$ cat config.mk
export PLATFORM = sky130hd
export DESIGN_NAME = chz_extract
export DESIGN_NICKNAME = d
export VERILOG_FILES = /design/src/rtl/chz_pkg.sv /design/src/rtl/chz_label_qual.sv /design/src/rtl/chz_pick_high.sv /design/src/rtl/chz_extract.sv
export SDC_FILE = /design/constraint.sdc
export NUM_CORES = 1
export LEC_CHECK = 0
export BUFFER_PORTS_ARGS = -buffer_cell sky130_fd_sc_hd__buf_4
export CORE_AREA = 2 2 131 94
export CTS_BUF_LIST = sky130_fd_sc_hd__clkbuf_4 sky130_fd_sc_hd__clkbuf_8
export DETAILED_ROUTE_END_ITERATION = 6
export DIE_AREA = 0 0 133 96
export PLACE_DENSITY = 0.74
export SYNTH_ARGS = -nofsm -noshare
export SYNTH_HDL_FRONTEND = slang
export SYNTH_SLANG_ARGS = --single-unit
$ cat constraint.sdc
create_clock -name clk -period 8 [get_ports clk]
set_input_delay 0.4 -clock clk [delete_from_list [all_inputs] [get_ports clk]]
set_output_delay 0.4 -clock clk [all_outputs]
set_load 0.005 [all_outputs]
$ cat src/rtl/chz_pkg.sv
package chz_pkg;
  localparam int KIND_W = 3;
  typedef enum logic [KIND_W-1:0] {
    K_NONE = 3'b000,
    K_MASK = 3'b001,
    K_ANN  = 3'b010,
    K_STEP = 3'b100
  } kind_e;
endpackage

$ cat src/rtl/chz_label_qual.sv
module chz_label_qual #(
  parameter int LINES = 8,
  parameter logic [1:0] SKIP_LABEL = 2'b01
) (
  input  logic [2*LINES-1:0] labels_i,
  output logic [LINES-1:0]   present_o
);
  for (genvar g = 0; g < LINES; g++) begin : g_line
    assign present_o[g] = (labels_i[2*g +: 2] != SKIP_LABEL);
  end
endmodule

$ cat src/rtl/chz_pick_high.sv
module chz_pick_high #(
  parameter int N = 8,
  localparam int IW = (N > 1) ? $clog2(N) : 1
) (
  input  logic [N-1:0]  req_i,
  output logic [IW-1:0] idx_o,
  output logic          any_o
);
  always_comb begin
    idx_o = '0;
    for (int i = 0; i < N; i++) begin
      if (req_i[i]) idx_o = IW'(i);
    end
  end
  assign any_o = |req_i;
endmodule

$ cat src/rtl/chz_extract.sv
module chz_extract
  import chz_pkg::*;
#(
  parameter int LINES = 8,
  parameter int BYTE_W = 8,
  parameter int IRQ_CYC = 2,
  parameter logic [1:0] SKIP_LABEL = 2'b01,
  localparam int LINE_W = (LINES > 1) ? $clog2(LINES) : 1,
  localparam int CNT_W = $clog2(LINES + 1),
  localparam int STAT_W = CNT_W + 1 + KIND_W
) (
  input  logic                    clk,
  input  logic                    rst,
  input  logic                    frame_start,
  input  logic [LINES*BYTE_W-1:0] slot0_bus,
  input  logic                    mask_we,
  input  logic [LINES-1:0]        mask_wdata,
  input  logic                    stat_rd,
  output logic [BYTE_W-1:0]       msg_q,
  output logic [STAT_W-1:0]       stat_q,
  output logic                    irq_n
);
  localparam int IRQ_W = $clog2(IRQ_CYC + 1);

  logic [LINES-1:0]   bg_q, work_q;
  logic               armed_q;
  logic [IRQ_W-1:0]   irq_cnt_q;
  logic [BYTE_W-1:0]  cap_q [LINES];

  logic [2*LINES-1:0] labels;
  logic [LINES-1:0]   present, qual, work_after;
  logic [LINE_W-1:0]  pick_idx;
  logic               pick_any, more;
  logic               fs_eff, fs_hit, step;

  function automatic logic [CNT_W-1:0] ones(input logic [LINES-1:0] v);
    ones = '0;
    for (int i = 0; i < LINES; i++) ones = ones + CNT_W'(v[i]);
  endfunction

  for (genvar g = 0; g < LINES; g++) begin : g_lab
    assign labels[2*g +: 2] = slot0_bus[g*BYTE_W + BYTE_W - 2 +: 2];
  end

  chz_label_qual #(.LINES(LINES), .SKIP_LABEL(SKIP_LABEL)) u_qual (
    .labels_i (labels),
    .present_o(present)
  );

  chz_pick_high #(.N(LINES)) u_pick (
    .req_i(work_q),
    .idx_o(pick_idx),
    .any_o(pick_any)
  );

  always_comb begin
    qual       = bg_q & present;
    work_after = work_q;
    work_after[pick_idx] = 1'b0;
    more       = |work_after;
    fs_eff     = frame_start && !mask_we;
    fs_hit     = fs_eff && (|qual);
    step       = !mask_we && !frame_start && stat_rd && armed_q && pick_any;
  end

  // mask, readout and status registers
  always_ff @(posedge clk) begin
    if (rst) begin
      bg_q    <= '0;
      work_q  <= '0;
      armed_q <= 1'b0;
      msg_q   <= '0;
      stat_q  <= '0;
    end else if (mask_we) begin
      bg_q    <= mask_wdata;
      work_q  <= mask_wdata;
      armed_q <= 1'b0;
      stat_q  <= {ones(mask_wdata), |mask_wdata, K_MASK};
    end else if (fs_eff) begin
      work_q  <= qual;
      armed_q <= |qual;
      if (|qual) stat_q <= {ones(qual), 1'b1, K_ANN};
    end else if (step) begin
      msg_q   <= cap_q[pick_idx];
      stat_q  <= {CNT_W'(pick_idx), more, K_STEP};
      work_q  <= work_after;
      armed_q <= more;
    end
  end

  // slot-0 capture, one byte per line
  always_ff @(posedge clk) begin
    for (int i = 0; i < LINES; i++) begin
      if (rst) cap_q[i] <= '0;
      else if (fs_eff) cap_q[i] <= slot0_bus[i*BYTE_W +: BYTE_W];
    end
  end

  // interrupt pulse
  always_ff @(posedge clk) begin
    if (rst) begin
      irq_cnt_q <= '0;
      irq_n     <= 1'b1;
    end else if (fs_hit) begin
      irq_cnt_q <= IRQ_W'(IRQ_CYC - 1);
      irq_n     <= 1'b0;
    end else if (irq_cnt_q != '0) begin
      irq_cnt_q <= irq_cnt_q - 1'b1;
      irq_n     <= 1'b0;
    end else begin
      irq_n     <= 1'b1;
    end
  end
endmodule

==> key figures <==
Outcome
  • Status: finished clean

Synth
  • Number of synthesized flops with an enable pin: 64
  • XOR/XNOR share of the synthesized area: 0.00517
  • Syn nets: 560
  • Synth cell types: 58
  • Top cells by area, synth: edfxtp_1 (38%), dfxtp_1 (14%), and2_1 (7.6%), mux2i_1 (4.3%), fa_1 (3.2%)
  • Post-Syn Instances: 466
  • Synthesized area per cell: 10.9 sq um
  • Syn. warnings: 0
  • Register area share after synthesis: 0.520
  • Most area-hungry cell type in the Yosys netlist: edfxtp_1
  • Main combinational cell family by area after synthesis: simple AND/OR/NAND/NOR gates
  • Primary FF master, synth: edfxtp_1
  • Mapped cell area: 5080 sq um
  • Asr flop ratio synth: 0
  • #FFs+latches synth: 100
  • Synth top area share: 0.378
  • Synth Area in Adders: 0.0556
  • Synth Area in Compound Gates: 0.116
  • Post-synthesis mux area share: 0.0610
  • Simple-Gate Fraction of Synth Area: 0.193

Placement
  • Port Buf Inserts: 93
  • Worst slack, placed: 4.14 ns
  • Placer Congestion: 0.911
  • Dpl hpwl: 8.46 mm

Timing
  • Max Slew Vio Count: 0
  • Fin worst setup slack: 4.53 ns
  • Worst Skew: 0.0104 ns
  • Setup_tns: 0 ns
  • RSZ-0062 raised after global routing: false
  • Rel. slew slack: 0.300
  • Period minus WS final: 3.47 ns
  • Final Cycle Share: 0.434
  • Final setup violation count: 0
  • Hold Violations, Final: 0
  • Max Fclk: 288 MHz
  • Worst-margin pin slew: 1.04 ns

GRT
  • Number of global-route vias before repair: 3495
  • Initial antenna violation count: 0
  • First-pass GRT wire length: 18.5 mm
  • GR Util All Layers: 0.189
  • Largest net degree at the start of global routing: 65
  • Total global routing overflow: 0

Clocking
  • H-tree levels: 3
  • Root Buffer: clkbuf_8
  • Worst-case clock buffer depth: 2
  • CTS resizes: 0
  • CTS tree: done
  • Later-pin clock latency in the skew report: 0.37 ns
  • Num CTS Buffers: 9
  • Post-CTS setup repair buffer count: 0
  • Sink Count: 100
  • Clk pin slew, worst setup/hold paths: 0.10 ns
  • Hold_buf cts: 0

Cells and area
  • ANT cells: 0
  • Commonest non-fill, non-tap cell in the layout: buf_4
  • Fill cell count: 1043
  • Layout area overhead: 18.7%
  • Footprint of the multi-input gates: 2210 sq um
  • Storage cell area: 2640 sq um
  • Commonest non-fill, non-tap cells in the layout: buf_4 (96), edfxtp_1 (64), and2_1 (62)
  • Final nets: 638
  • Fraction of layout cells with a size suffix above 1: 0.246

Setup path
  • Worst-path fanout max: 3
  • Crit-path cells: buf_4 > inv_1 > o21ai_0 > fa_1 > fa_1 > inv_1 > fa_1 > ha_1 > inv_1 > fa_1 > xnor2_1 > a21oi_1 > o21ai_0 > nand3_1 > a21oi_1
  • WP data required: 8.24 ns
  • Max incr delay on CP: 0.54 ns
  • Worst Reg-to-Reg Cells: 13
  • Setup crit end kind: flop
  • Slowest CP cell: fa_1
  • Critical path class: in2reg
  • Startpoint types: input port
  • Worst EP arrival: 3.71 ns
  • Most frequent cell on the critical path: fa_1

Routing
  • Via-to-Cell Ratio: 5.24
  • Routed vias: 3702
  • Final wirelength: 11.6 mm
  • Post-route DRC violation count: 0
  • Initial DRC Count: 316
  • Post-DR wirelength/cell: 16.4 um
  • First-pass DRT Iterations: 5
  • Antenna Nets Post-Route: 0

Die
  • Die Y: 96 um
  • Starting Density: 0.441
  • Die Area: 12800 sq um
  • Die width: 133 um
  • Core area: 11500 sq um
  • FP Rows: 33
  • I/O pins: 94

Worst hold path
  • Hold Path Stages: 2
  • HP Class: in2reg

Power
  • PD cells: 187 nW/um^2
  • P_leak: 2.41 nW
  • VDD IR max: 0.0806 mV

Job
  • Max-Cap Viols: 0
[synthesized netlist by cell type, types with 4 or more instances]
library cell  count
dfxtp_1          36
a211oi_1         19
edfxtp_1         64
buf_2             5
clkbuf_1         16
nand2b_1         13
o221ai_1          8
o21ai_0           8
a31oi_1           4
fa_1              8
buf_6             4
mux2i_1          22
nand3_1           4
nor2_1           40
and2_1           62
nor3_1            8
nand2_1          36
ha_1              9
inv_1            26
a21oi_1          15
mux2_2            8
[per-stage QoR]
step | std cells | util | hold slack [ns] | power (mW) | area, sq um
after floorplan | 466 | - | 0.447 | 0.772 | 5080
after global placement | 690 | 0.509 | 0.451 | 0.846 | 5860
after detailed placement | 690 | 0.509 | 0.458 | 0.852 | 5860
after CTS | 706 | 0.524 | 0.286 | 1.14 | 6030
after global routing | 706 | 0.524 | 0.294 | 1.19 | 6030
final | 706 | 0.524 | 0.305 | 1.13 | 6030
[worst paths after layout]
path / startpoint / to / slack, ns
min reg2reg: stat_q[6] / stat_q[6] / 0.47
max: slot0_bus[30] / stat_q[6] / 4.53
max reg2reg: bg_q[0] / stat_q[6] / 4.56
min: slot0_bus[51] / cap_q[6][3] / 0.30
[registers in the layout, indices dropped and copies added (netlist names)]
signal     cells
irq_cnt_q      2
stat_q         8
cap_q         64
work_q         8
msg_q          8
irq_n          1
bg_q           8
armed_q        1
[power by group]
group          switching [mW]  total [mW]  internal [mW]
clock network           0.169       0.288          0.119
registers              0.0201       0.613          0.592
logic                   0.122       0.228          0.106
total                   0.311        1.13          0.818
[cells by family (layout without fill, tap and decap cells)]
| group | after synthesis | count (layout) |
|---|---|---|
| XOR/XNOR | 3 | 3 |
| AND/OR/NAND/NOR | 181 | 181 |
| buffers and inverters | 55 | 138 |
| flip-flops | 100 | 100 |
| AO/OA/AOI/OAI | 79 | 79 |
| multiplexers | 30 | 30 |
| adder cells (fa/ha/maj) | 18 | 18 |
[layout make-up]
| class | instances | share of cell area |
|---|---|---|
| flip-flops and latches | 100 | 0.438 |
| multi-input cells | 311 | 0.366 |
| repair buffers | 96 | 0.119 |
| well taps | 157 | 0.0326 |
| clock buffers | 11 | 0.0230 |
| inverters | 26 | 0.0162 |
| clock inverters | 5 | 0.00498 |
[metal layers]
metal  track usage  routed length (um)  part of all wire  vias to the layer above
met4        0.0547                 141             0.012                        0
li1              -                   -                 -                     1802
met5             0                   0                 0                        -
met3        0.0506                 837             0.072                       13
met1         0.278                5700              0.49                     1742
met2         0.273                4930              0.42                      145
[worst max-delay path, delay by kind of cell]
family	cells	cell delay, ns
and+or+nand+nor	1	0.12
AOI/OAI and AO/OA	4	0.71
buffers and inverters	4	0.22
adders and majority gates	5	2.14
xor gates and xnor gates	1	0.13
No activity file was read; power rests on OpenSTA's default activity.
